[src/rtl/ccu_pkg.sv]
package ccu_pkg;

  localparam int ADR_STAT = 0;
  localparam int ADR_CNT  = 1;
  localparam int ADR_GR0  = 2;

  // Decides whether a register's event raises its flag in this cycle.
  function automatic logic flag_set(input logic pwm, input logic is_cap,
                                    input logic ext_sel, input logic pin_rise,
                                    input logic cmp_hit);
    if (pwm)    return 1'b0;
    if (is_cap) return !ext_sel && pin_rise;
    return cmp_hit;
  endfunction

endpackage

[src/rtl/ccu_counter.sv]
module ccu_counter #(
  parameter int W = 16
) (
  input  logic         clk,
  input  logic         rst_n,
  input  logic         tick,
  input  logic         ld,
  input  logic [W-1:0] ld_val,
  output logic [W-1:0] cnt
);
  always_ff @(posedge clk or negedge rst_n) begin
    if (!rst_n)    cnt <= '0;
    else if (ld)   cnt <= ld_val;
    else if (tick) cnt <= cnt + 1'b1;
  end
endmodule

[src/rtl/ccu_cap_edge.sv]
module ccu_cap_edge #(
  parameter int STAGES = 2
) (
  input  logic clk,
  input  logic rst_n,
  input  logic pin,
  output logic rise
);
  logic [STAGES-1:0] sh;
  logic              prev;

  always_ff @(posedge clk or negedge rst_n) begin
    if (!rst_n) begin
      sh   <= '0;
      prev <= 1'b0;
    end else begin
      sh   <= {sh[STAGES-2:0], pin};
      prev <= sh[STAGES-1];
    end
  end

  assign rise = sh[STAGES-1] & ~prev;
endmodule

[src/rtl/ccu_gr.sv]
module ccu_gr #(
  parameter int W = 16
) (
  input  logic         clk,
  input  logic         rst_n,
  input  logic         bus_ld,
  input  logic [W-1:0] bus_val,
  input  logic         cap,
  input  logic [W-1:0] cap_val,
  output logic [W-1:0] q
);
  always_ff @(posedge clk or negedge rst_n) begin
    if (!rst_n)      q <= '1;
    else if (cap)    q <= cap_val;
    else if (bus_ld) q <= bus_val;
  end
endmodule

[src/rtl/ccu_flag_bit.sv]
module ccu_flag_bit (
  input  logic clk,
  input  logic rst_n,
  input  logic set_ev,
  input  logic rd_stb,
  input  logic wr_stb,
  input  logic wr_bit,
  output logic flag
);
  logic arm;
  logic clr_ev;

  assign clr_ev = wr_stb && !wr_bit && arm;

  always_ff @(posedge clk or negedge rst_n) begin
    if (!rst_n) begin
      flag <= 1'b0;
      arm  <= 1'b0;
    end else if (set_ev) begin
      flag <= 1'b1;
      arm  <= 1'b0;
    end else if (clr_ev) begin
      flag <= 1'b0;
      arm  <= 1'b0;
    end else if (rd_stb) begin
      arm  <= flag;
    end
  end
endmodule

[src/rtl/ccu_status.sv]
module ccu_status #(
  parameter int CNT_W       = 16,
  parameter int NUM_GR      = 3,
  parameter int SYNC_STAGES = 2,
  parameter int ADDR_W      = 3
) (
  input  logic              clk,
  input  logic              rst_n,
  input  logic              tick_en,
  input  logic              pwm_mode,
  input  logic [NUM_GR-1:0] gr_is_cap,
  input  logic [NUM_GR-1:0] trig_ext,
  input  logic [NUM_GR-1:0] cap_pin,
  input  logic              ext_cmp_match,
  input  logic              bus_sel,
  input  logic              bus_wr,
  input  logic [ADDR_W-1:0] bus_addr,
  input  logic [CNT_W-1:0]  bus_wdata,
  output logic [CNT_W-1:0]  bus_rdata
);
  import ccu_pkg::*;

  logic                         rd_stat;
  logic                         wr_stat;
  logic                         cnt_ld;
  logic [CNT_W-1:0]             cnt_q;
  logic [NUM_GR-1:0][CNT_W-1:0] gr_q;
  logic [NUM_GR-1:0]            pin_rise;
  logic [NUM_GR-1:0]            cap_ev;
  logic [NUM_GR-1:0]            cmp_hit;
  logic [NUM_GR-1:0]            set_ev;
  logic [NUM_GR-1:0]            gr_ld;
  logic [NUM_GR-1:0]            flags;

  assign rd_stat = bus_sel && !bus_wr && (bus_addr == ADDR_W'(ADR_STAT));
  assign wr_stat = bus_sel &&  bus_wr && (bus_addr == ADDR_W'(ADR_STAT));
  assign cnt_ld  = bus_sel &&  bus_wr && (bus_addr == ADDR_W'(ADR_CNT));

  ccu_counter #(.W(CNT_W)) u_cnt (
    .clk(clk), .rst_n(rst_n), .tick(tick_en), .ld(cnt_ld),
    .ld_val(bus_wdata), .cnt(cnt_q)
  );

  for (genvar i = 0; i < NUM_GR; i++) begin : g_ch
    ccu_cap_edge #(.STAGES(SYNC_STAGES)) u_edge (
      .clk(clk), .rst_n(rst_n), .pin(cap_pin[i]), .rise(pin_rise[i])
    );

    assign cap_ev[i]  = gr_is_cap[i] && (trig_ext[i] ? ext_cmp_match : pin_rise[i]);
    assign cmp_hit[i] = !gr_is_cap[i] && (cnt_q == gr_q[i]);
    assign set_ev[i]  = flag_set(pwm_mode, gr_is_cap[i], trig_ext[i],
                                 pin_rise[i], cmp_hit[i]);
    assign gr_ld[i]   = bus_sel && bus_wr && (bus_addr == ADDR_W'(ADR_GR0 + i));

    ccu_gr #(.W(CNT_W)) u_gr (
      .clk(clk), .rst_n(rst_n), .bus_ld(gr_ld[i]), .bus_val(bus_wdata),
      .cap(cap_ev[i]), .cap_val(cnt_q), .q(gr_q[i])
    );

    ccu_flag_bit u_flag (
      .clk(clk), .rst_n(rst_n), .set_ev(set_ev[i]), .rd_stb(rd_stat),
      .wr_stb(wr_stat), .wr_bit(bus_wdata[i]), .flag(flags[i])
    );
  end

  always_comb begin
    bus_rdata = '0;
    if (bus_addr == ADDR_W'(ADR_STAT)) bus_rdata = CNT_W'(flags);
    if (bus_addr == ADDR_W'(ADR_CNT))  bus_rdata = cnt_q;
    for (int k = 0; k < NUM_GR; k++)
      if (bus_addr == ADDR_W'(ADR_GR0 + k)) bus_rdata = gr_q[k];
  end
endmodule

[config.mk]
export PLATFORM = sky130hd
export DESIGN_NAME = ccu_status
export DESIGN_NICKNAME = d
export VERILOG_FILES = /design/src/rtl/ccu_pkg.sv /design/src/rtl/ccu_counter.sv /design/src/rtl/ccu_cap_edge.sv /design/src/rtl/ccu_gr.sv /design/src/rtl/ccu_flag_bit.sv /design/src/rtl/ccu_status.sv
export SDC_FILE = /design/constraint.sdc
export NUM_CORES = 1
export LEC_CHECK = 0
export BUFFER_PORTS_ARGS = -buffer_cell sky130_fd_sc_hd__buf_2
export CAP_MARGIN = 30
export CORE_UTILIZATION = 44
export DETAILED_ROUTE_END_ITERATION = 12
export GPL_TIMING_DRIVEN = 0
export PLACE_DENSITY_LB_ADDON = 0.2
export SYNTH_ARGS = -nofsm -noshare
export SYNTH_HDL_FRONTEND = slang
export SYNTH_SLANG_ARGS = --single-unit
[constraint.sdc]
create_clock -name clk -period 1.6 [get_ports clk]
set_input_delay 0.32 -clock clk [delete_from_list [all_inputs] [get_ports clk]]
set_output_delay 0.32 -clock clk [all_outputs]
set_load 0.1 [all_outputs]
Word-level counts from Yosys, hierarchy flattened

Cells that the tools add are included.

Flip-flop bits (word level): 79
Bits of input ports: 35
Output and inout bits: 16
Logic and storage cells: 122

$add $sub $neg: 1
Equality and inequality tests: 7
Muxes and demuxes: 48
Bitwise logic cells: 6
Reductions and logical operators: 44

Operators by type and width:

| cell                    | count |
|---|---|
| $mux W16                | 12 |
| $eq A16 B16 Y1          | 3 |
| $mux W1                 | 35 |
| $logic_and A1 B1 Y1     | 23 |
| $add A16 B1 Y16 const B | 1 |
| $reduce_bool A2 Y1      | 7 |
| $logic_not A1 Y1        | 10 |
| $reduce_bool A3 Y1      | 3 |
| $eq A3 B2 Y1 const B    | 2 |
| $and A1 B1 Y1           | 3 |
| $eq A3 B1 Y1 const B    | 1 |
| $eq A3 B3 Y1 const B    | 1 |
| $logic_not A3 Y1        | 1 |
| $mux W3                 | 1 |
| $not A1 Y1              | 3 |

Longest topological paths before layout

Gate-level depths: netlist (run 1).

Word-level depth: 7
Depth in mapped cells: 7
Depth with buffers taken out: 6

Cells and area by module

A second synthesis (run 1) with hierarchy kept.

Cell total of the unflattened synthesis: 494
Area, all modules: 5106.1 µm²

Modules (own cells, without submodules):

| module       | instances | cells an instance | area an instance (µm²) | seq. area each (µm²) |
|---|---|---|---|---|
| ccu_gr       | 3         | 69                | 764.5                  | 420.4 |
| ccu_status   | 1         | 158               | 1347.5                 | 0.0 |
| ccu_counter  | 1         | 99                | 943.4                  | 400.4 |
| ccu_cap_edge | 3         | 4                 | 88.8                   | 75.1 |
| ccu_flag_bit | 3         | 6                 | 85.1                   | 50.0 |

Least setup slack after synthesis (run 1)

OpenSTA, ideal clock, no wires.

Path kind: input to output
From: input port bus_addr[0]
To: output port bus_rdata[10]
Data arrival time: 2562 ps
Data required time: 1280 ps
Setup slack: -1282 ps
Stages on the path: 5
Buffers on the path: 2
Path through: buf_2 nor2b_1 buf_2 a22oi_1 o22ai_1

Word-level cells in the longest chain between the ends: 5
Elaborated cells between the ends (all ways): 8
Classes of those cells: eq/ne: 4; mux: 4

Ends and longest elaborated chain:

| element                | RTL line         | RTL |
|---|---|---|
| start, declared        | ccu_status.sv:17 | `input logic [ADDR_W-1:0] bus_addr,` |
| $eq A3 B1 Y1           | ccu_status.sv:69 | `if (bus_addr == ADDR_W'(ADR_CNT)) bus_rdata = cnt_q;` |
| $mux W16               | ccu_status.sv:69 |  |
| $mux W16 (2 in series) | ccu_status.sv:71 | `if (bus_addr == ADDR_W'(ADR_GR0 + k)) bus_rdata = gr_q[k];` |
| $mux W16 (*)           | ccu_status.sv:71 |  |
| end, declared          | ccu_status.sv:19 | `output logic [CNT_W-1:0] bus_rdata` |

Mark *: on every way between the ends. The rest lies on a longest branch, timed or not.

Worst setup path after layout (run 1)

From: register u_cnt.cnt[0]
To: output port bus_rdata[0]

Word-level cells in the longest chain between the ends: 4

Ends and longest elaborated chain:

| element                | RTL line          | RTL |
|---|---|---|
| start, declared        | ccu_counter.sv:9  | `output logic [W-1:0] cnt` |
| start signal, assigned | ccu_counter.sv:13 | `else if (ld) cnt <= ld_val;` |
| start signal, assigned | ccu_counter.sv:14 | `else if (tick) cnt <= cnt + 1'b1;` |
| $mux W16               | ccu_status.sv:69  |  |
| $mux W16 (3 in series) | ccu_status.sv:71  |  |

Every way passes these cells.

==> results of run 1 <==
[worst paths after layout]
check	start	to	cells after the start
max	u_cnt.cnt[0]	bus_rdata[0]	6
min	cap_pin[0]	g_ch[0].u_edge.sh[0]	1
max reg2reg	u_cnt.cnt[9]	g_ch[0].u_flag.arm	6
min reg2reg	g_ch[1].u_edge.sh[0]	g_ch[1].u_edge.sh[1]	0
max in group asynchronous	rst_n	g_ch[0].u_gr.q[2]	3
min in group asynchronous	rst_n	g_ch[0].u_edge.sh[0]	2
[power by group]
part / switching [uW] / total (uW) / internal (uW)
clock network: 754 / 1790 / 1040
registers: 579 / 3370 / 2790
logic: 2910 / 5340 / 2430
[cell usage in the layout, fill, tap and decap left out, types with 4 or more instances in the layout]
cell type,n
o22ai_4,16
clkbuf_2,7
o21ai_0,14
mux2i_2,10
xor2_1,50
dfstp_2,48
buf_4,54
buf_6,22
a21oi_1,48
buf_2,37
nor4_4,8
xnor2_1,6
clkbuf_8,9
buf_8,5
dfrtp_1,28
nor2_1,58
clkbuf_1,4
nor4_1,7
buf_12,25
nand2_1,28
o21ai_1,8
mux2i_1,53
a22oi_2,13
nand4_1,5
[what timing repair did]
| action | CTS | global route |
|---|---|---|
| gates cloned | 2 | 1 |
| hold buffers | 1 | 0 |
| endpoints found under the setup margin | 60 | 60 |
| resized for setup | 144 | 47 |
| endpoints found under the hold margin | 10 | 0 |
| pin swaps | 43 | 40 |
| buffers inserted | 35 | 25 |
[area by class of cell]
type	instances	area [um2]	share of cell area (%)
multi-input cells	382	3250	44.9
clock buffers	12	135	1.87
flip-flops and latches	79	2040	28.2
plain buffers	42	448	6.20
clock inverters	4	95.1	1.32
well taps	136	170	2.35
repair buffers	113	1090	15.1
[flip-flops by register name (all words and copies together), names as in the netlist]
name / cells
g_ch.u_flag.arm: 3
g_ch.u_flag.flag: 3
u_cnt.cnt: 16
g_ch.u_edge.prev: 3
g_ch.u_edge.sh: 6
g_ch.u_gr.q: 48
[logic make-up (layout without fill, tap and decap cells)]
| logic type | Yosys count | after routing | share of synthesized area [%] |
|---|---|---|---|
| flops | 79 | 79 | 42.0 |
| xor+xnor | 63 | 63 | 11.4 |
| buf+inv | 44 | 171 | 4.79 |
| fa+ha+maj | 1 | 1 | 0.258 |
| compound gates | 108 | 108 | 12.7 |
| simple gates | 145 | 145 | 15.5 |
| mux | 65 | 65 | 13.4 |
[through the flow]
step                      setup WS, ns  std cells
final                           -0.294        768
after detailed placement        -0.580        690
after floorplan                 -0.159        505
after global placement          -0.632        689
after global routing            -0.356        768
after CTS                       -0.286        742
[per-layer routing]
layer	routed length (um)	part of all wire, %	GRT usage [%]
met2	8450	48	49.3
met1	7080	41	38.5
met3	1170	6.7	7.05
met4	743	4.3	14.6
met5	0	0	0
==> impl_results.md, run 1 <==
* Static leakage power at 0.00296 uW
* Sequential fraction of the synthesis area at about two fifths
* Post-route setup slack at -0.294 ns
* Initial DRC count at 320
* Placer's final routability congestion estimate at 0.897
* Final instance area at around 0.0072 mm2
* Peak VDD IR at about 0.74 mV
* CP top delay family: flip-flops
* #FFs+latches synth at 79
* Post-synth top area cell: dfstp_2
* Number of remaining DRC errors at 0
* Clk_lat worst skew at around 0.37 ns
* Cell count after synthesis at around 510
* Detail Route Antenna Nets at 0
* IO Pins at 51
* Initial antenna violation count at 0
* Clk pin slew, worst setup/hold paths at approximately 0.08 ns
* Die area at between 0.01 and 0.015 mm2
* Post-synth ARST share at 100%
* CP Buf/Inv Count at 2
* Synth Area per Inst at 9.61 um2
* # setup viols final at 36
* Final core utilization at 68.8%
* CTS root buf: clkbuf_8
* Hold WC Path Type: input port to flop
* Crit-path max FO at 7
* Area delta synth->final at 48.8%
* WL/cell at approximately 23 um
* Max cap viols at 0
* DRT Wirelength at about 17000 um
* Clock sinks at 79
* Gr ovfl total at 0
* Hold slack at roughly 0.068 ns
* Ys Warns at 0
* Post-DP HPWL at approximately 11000 um
* Total power per unit cell area at ~1500 mW/mm2
* Critical path startpoint category: flop
* FMAX at ~530 MHz
* Rel. slew slack at a little under three fifths
* Cell area after placement at between 0.005 and 0.006 mm2
* Synth Flop Type: dfstp_2
* Diodes inserted at 0
* Slowest cell on crit path: dfrtp_1
* RSZ-0062 raised after global routing: true
* Status: finished with violations
* Share of cells above drive strength 1 at between 40% and 50%
* H-tree Lvls at 3
* Min Tclk post-route at 1.89 ns
* Hold Fails Final Rpt at 0
* Critical path class: flop to output pin
* Largest net degree at the start of global routing at 45
* Final number of max-transition violations at 0
* Distinct cell type count after synthesis at 39
* Fill cells at about 750
* Total power at 10500 uW
* Crit end category: output pin
* Number of flops mapped to enable cells by yosys at 0
* Crit-path max cell delay at ~0.4 ns
* Setup Total Neg Slack at -4.38 ns
* Slew @ Worst Pin at roughly 0.64 ns
* Die height at 107 um
* Worst path cell trace: buf_6 -> mux2i_1 -> nor2_1 -> a31oi_2 -> o22ai_4 -> buf_12
* Vias in the first global route at around 4500
* Row count at 37
* CTS Buf Count at 9
* IO buf count at 48
* Vias per inst at about 6.0
* Worst Skew at ~0.021 ns
* Ranking of synthesized cells by area: dfstp_2, dfrtp_1, mux2i_1
* Synth top area share at between 20 and 30%
* Die W at about 110 um
* Starting Density at 46.2%
* Post-Synthesis Cell Area at a little under 0.005 mm2
* First-pass GRT wire length at about 26000 um
* CTS max path bufs at 2
* First-pass DRT Iterations at 4
* Nets at between 600 and 700
* CP required at 1.28 ns
* Count leader, synth: mux2i_1
* CTS tree: yes
* Post-synth top cells: mux2i_1, nor2_1, xor2_1
* WP data arrival at around 1.6 ns
* Core area at approximately 0.011 mm2
* Fin crit share at 118%
* Failing checks: negative setup slack
* Tot GR Track Use at a little under a third
* Post-Syn Nets at 541
* Reg2reg setup slack at -0.23 ns
* Routed via count at between 4000 and 5000
No activity file was read; power rests on OpenSTA's default activity.
==> inputs of run 2 (changes only) <==
==> constraint.sdc (replaced) <==
create_clock -name clk -period 2.4 [get_ports clk]
set_input_delay 0.48 -clock clk [delete_from_list [all_inputs] [get_ports clk]]
set_output_delay 0.48 -clock clk [all_outputs]
set_load 0.1 [all_outputs]
==> run 2 against run 1 <==
Effect of this change:
- cell count shrank 8.1%
- combinational power shrank 56%
- register-to-register slack gained 0.51 ns
- sequential power shrank 35%
- clock skew shrank 0.0064 ns
- first-iteration DRC count shrank 24%
- flip-flop and latch count is the same
- non-clock buffer count shrank 62
- critical path depth is the same
- die area is the same
- clock power shrank 37%
- worst setup slack gained 0.35 ns
- the run now ends clean
==> impl_results.md, run 2 (same netlist as run 1, synthesis figures left out) <==
* DRT Wirelength at roughly 15000 um
* First-pass GRT wire length at approximately 24000 um
* RSZ-0062 raised after global routing: false
* First-pass DRT Iterations at 5
* Clk_lat worst skew at 0.37 ns
* Routed via count at between 4000 and 5000
* Die area at ~0.011 mm2
* H-tree Lvls at 3
* Area occupied by multi-input gates at 0.00282 mm2
* Fill cells at approximately 940
* Nets at 601
* Vias in the first global route at roughly 4100
* Reg-to-Reg Start: u_cnt.cnt[6]
* Cell area after placement at 0.00551 mm2
* Placed insts at 690
* CTS max path bufs at 2
* Critical path startpoint category: input port
* Worst Skew at ~0.015 ns
* Crit-path max cell delay at ~0.38 ns
* CP required at around 1.9 ns
* Commonest non-fill, non-tap cells in the layout: mux2i_1, nor2_1, xor2_1
* CP top delay family: buffers and inverters
* Tot GR Track Use at 27.9%
* CP Buf/Inv Count at 4
* Worst path cell trace: buf_2 -> buf_4 -> buf_2 -> a31oi_1 -> o22ai_4 -> buf_4
* Die height at between 100 and 150 um
* Total power per unit cell area at between 900 and 1000 mW/mm2
* Row count at 37
* Reg area at around 0.0020 mm2
* Die W at approximately 110 um
* Slowest cell on crit path: buf_2
* Initial antenna violation count at 0
* Largest regs: g_ch.u_gr.q x48, u_cnt.cnt x16, g_ch.u_edge.sh x6
* Largest net degree at the start of global routing at 42
* Rel. slew slack at a little over half
* Starting Density at between 40% and 50%
* Hold-fix buffers, CTS at 0
* Crit end category: output pin
* Critical path class: input port to output pin
* Status: finished clean
* Fin crit share at a little over nine tenths
* WP data arrival at 1.86 ns
* IO Pins at 51
* Most common cell after layout, fill and taps aside: mux2i_1
* Placer's final routability congestion estimate at 0.936
* Diodes inserted at 0
* Final instance area at around 0.006 mm2
* Vias per inst at about 5.8
* Hold Fails Final Rpt at 0
* Min Tclk post-route at about 2.3 ns
* Clock sinks at between 70 and 80
* Hold WC Path Type: input port to async pin
* IO buf count at 48
* Final core utilization at 55.6%
* Number of remaining DRC errors at 0
* # setup viols final at 0
* FMAX at roughly 430 MHz
* Area delta synth->final at 20.3%
* Share of cells above drive strength 1 at a little over 30%
* CTS root buf: clkbuf_8
* Fin cells at 706
* Post-DP HPWL at approximately 11000 um
* Peak VDD IR at between 0.4 and 0.5 mV
* Max reg flops at between 40 and 50
* Reg with most FFs: g_ch.u_gr.q
* Detail Route Antenna Nets at 0
* Clk pin slew, worst setup/hold paths at around 0.10 ns
* Setup Fix Bufs, Post-CTS at 0
* Max cap viols at 0
* Static leakage power at ~0.0024 uW
* Slew @ Worst Pin at around 0.72 ns
* Gr ovfl total at 0
* CTS Buf Count at 9
* Initial DRC count at approximately 240
* Core area at 0.0105 mm2
* WL/cell at between 20 and 25 um
* Final number of max-transition violations at 0
* Crit-path max FO at 10
* CTS tree: yes
* Worst Setup SP: bus_addr[0]
run 2: cell types whose count changed in the layout (fill, tap and decap cells not counted), sizes merged:
| cell | delta |
|---|---|
| buf | -65 |
| bufinv | -1 |
| clkinv | +2 |
| dlygate4sd3 | -1 |
| clkinvlp | +2 |
| clkbuf | +1 |
run 2: repair_timing:
action,4_1_cts,5_1_grt
pin swaps,0,0
setup endpoints to repair,16,9
gates resized for setup,28,9
run 2: final cells by class:
cell class / count / share of cell area (%)
Clock inverter: 7 / 1.67
Sequential cell: 79 / 34.9
Timing Repair Buffer: 49 / 5.63
Buffer: 44 / 4.52
Tap cell: 136 / 2.91
Clock buffer: 9 / 2.12
Multi-Input combinational cell: 382 / 48.3
run 2: power by group:
part           internal (uW)  leakage (uW)  switching, uW
clock network            587      0.000105            545
logic                    836       0.00143           1520
registers               1850      0.000878            323
run 2: worst paths after layout:
path,to,slack (ns),cells past startpoint
max in group asynchronous,g_ch[1].u_gr.q[7],1.66,2
worst min-delay path,g_ch[2].u_flag.arm,0.06,1
worst min register to register,g_ch[1].u_edge.sh[1],0.35,0
worst max-delay path,bus_rdata[1],0.06,6
min in group clk,g_ch[2].u_edge.sh[0],0.21,1
worst max register to register,g_ch[0].u_flag.arm,0.28,6
run 2: per-layer routing:
metal	part of all wire, %	global-route usage (%)
met1	45	38.0
met3	5.9	4.62
met2	46	43.5
met4	3.0	12.8
met5	0	0
run 2: stage by stage:
stage	TNS, ns	total power (uW)	hold WS, ns	setup WS, ns
after global routing	0	5950	0.114	0.00185
after floorplan	0	3860	0.184	0.00127
after global placement	-5.05	4410	0.332	-0.419
after CTS	0	5630	0.0880	0.0180
after detailed placement	-5.42	4460	0.337	-0.451
final	0	5660	0.0641	0.0590
==> inputs of run 3 (changes only) <==
--- a/config.mk
+++ b/config.mk
@@ -5,12 +5,15 @@
 export SDC_FILE = /design/constraint.sdc
 export NUM_CORES = 1
 export LEC_CHECK = 0
+export ABC_CLOCK_PERIOD_IN_PS = 2400
 export BUFFER_PORTS_ARGS = -buffer_cell sky130_fd_sc_hd__buf_2
 export CAP_MARGIN = 30
+export CORE_MARGIN = 5
 export CORE_UTILIZATION = 44
 export DETAILED_ROUTE_END_ITERATION = 12
 export GPL_TIMING_DRIVEN = 0
 export PLACE_DENSITY_LB_ADDON = 0.2
+export RECOVER_POWER = 100
 export SYNTH_ARGS = -nofsm -noshare
 export SYNTH_HDL_FRONTEND = slang
 export SYNTH_SLANG_ARGS = --single-unit
==> run 3 against run 2 <==
Effect of this change:
- the run now ends with max-capacitance violations, max-slew violations left
- critical path depth rose by 1
- non-clock buffer count fell by 1
- flip-flop and latch count did not move
==> impl_results.md, run 3 (same netlist as run 1, synthesis figures left out) <==
* CTS root buf: clkbuf_8
* CTS Buf Count at 9
* Clk pin slew, worst setup/hold paths at approximately 0.080 ns
* Setup Fix Bufs, Post-CTS at 0
* Hold Startpoint: cap_pin[1]
* Nets at 600
* Number of remaining DRC errors at 0
* Hold Path Sink: g_ch[1].u_edge.sh[0]
* Crit-path max cell delay at 0.25 ns
* Die area at 0.0132 mm2
* Hold Fails Final Rpt at 0
* Min Tclk post-route at ~2.3 ns
* Initial antenna violation count at 0
* Critical path class: input port to output pin
* WL/cell at about 21 um
* FF-to-FF End: g_ch[0].u_flag.arm
* Max reg flops at between 40 and 50
* Gr ovfl total at 0
* Final number of max-transition violations at 36
* Setup Total Neg Slack at 0 ns
* WP data arrival at around 1.9 ns
* Critical path startpoint category: input port
* Failing checks: max-capacitance violations, max-slew violations
* Most common cell after layout, fill and taps aside: mux2i_1
* IO buf count at between 40 and 50
* Peak VDD IR at roughly 0.42 mV
* # setup viols final at 0
* Diodes inserted at 0
* Cell area after placement at 0.00552 mm2
* Commonest non-fill, non-tap cells in the layout: mux2i_1, nor2_1, xor2_1
* Slowest cell on crit path: buf_6
* Die W at between 100 and 150 um
* Total power per unit cell area at roughly 960 mW/mm2
* Fin crit share at between 90% and 100%
* Vias in the first global route at 3970
* Reg2reg path depth at 6
* Die height at around 120 um
* Placer's final routability congestion estimate at roughly 0.9
* Largest regs: g_ch.u_gr.q x48, u_cnt.cnt x16, g_ch.u_edge.sh x6
* First-pass GRT wire length at around 24000 um
* DRT Wirelength at around 15000 um
* Slew @ Worst Pin at around 2.2 ns
* Crit-path max FO at 10
* Pre-CTS setup slack at -0.523 ns
* CTS tree: yes
* Clock sinks at a little under 80
* Post-DP HPWL at between 10000 and 15000 um
* Clk_lat worst skew at ~0.37 ns
* Rel. slew slack at -44.1%
* FMAX at approximately 430 MHz
* Status: finished with violations
* Area delta synth->final at 20.0%
* Reg2reg setup slack at between 0.2 and 0.3 ns
* Vias per inst at ~5.8
* Largest net degree at the start of global routing at 45
* Reg-to-Reg Start: u_cnt.cnt[0]
* Max cap viols at 1
* CP dominant cell by count: buf_2
* Row count at 38
* Crit end category: output pin
* Core area at about 0.011 mm2
* Worst path cell trace: buf_2 -> buf_2 -> nor2b_4 -> buf_4 -> a22oi_1 -> o22ai_4 -> buf_6
* Routed via count at 4095
* Hold slack at about 0.21 ns
* Post-route setup slack at 0.0665 ns
* Tot GR Track Use at about 24%
* Reg with most FFs: g_ch.u_gr.q
* First-pass DRT Iterations at 5
* Hold-fix buffers, CTS at 0
* Share of cells above drive strength 1 at about 30%
* CTS max path bufs at 2
* IO Pins at just over 50
* CP required at 1.92 ns
* Detail Route Antenna Nets at 0
* Worst Skew at roughly 0.011 ns
* Starting Density at roughly 45%
* Final instance area at just under 0.006 mm2
* H-tree Lvls at 3
* Hold WC Path Type: input port to flop
* Worst hold stages at 1
* Static leakage power at 0.00241 uW
* Initial DRC count at about 330
run 3: worst max path at each step:
stage	depth (start not counted)	slack, ns	endpoint	startpoint
3_5_place_dp	6	-0.52	bus_rdata[5]	bus_addr[2]
3_3_place_gp	6	-0.50	bus_rdata[5]	bus_addr[2]
5_1_grt	7	-0.01	bus_rdata[13]	bus_addr[2]
2_1_floorplan	4	0.001	bus_rdata[14]	bus_addr[2]
4_1_cts	7	-0.12	bus_rdata[12]	bus_addr[0]
6_report	7	0.07	bus_rdata[12]	bus_addr[2]
run 3: final cells by class:
cell class / instances / area, um2
Fill cell: 1011 / 5010
Tap cell: 140 / 175
Clock inverter: 6 / 60.1
Multi-Input combinational cell: 382 / 2820
Buffer: 43 / 256
Timing Repair Buffer: 49 / 339
Clock buffer: 10 / 138
Sequential cell: 79 / 2040
run 3: metal layers:
metal / global-route usage, % / up-vias / wire (um)
met5: 0 / - / 0
met4: 7.43 / 0 / 346
met3: 4.11 / 26 / 1100
met2: 36.1 / 161 / 6910
met1: 35.9 / 1997 / 6880
li1: - / 1911 / -
run 3: what timing repair did:
item,in CTS,in global routing
gates cloned,0,0
resized for setup,20,20
setup endpoints to repair,16,16
run 3: critical path, delay by kind of cell:
| family | cells | cell delay [ns] |
|---|---|---|
| buffers and inverters | 4 | 0.84 |
| and+or+nand+nor | 1 | 0.22 |
| AOI/OAI and AO/OA | 2 | 0.30 |
run 3: through the flow:
stage          power [uW]  std cells  utilization [%]
2_1_floorplan        3860        505                -
3_3_place_gp         4430        693             50.7
3_5_place_dp         4480        694             51.0
4_1_cts              5540        710             53.2
5_1_grt              5870        709             53.7
6_report             5570        709             53.7
run 3: power breakdown:
part           internal (uW)  total [uW]  switching [uW]
clock                    503        1030             528
combinational            840        2370            1530
sequential              1850        2170             312
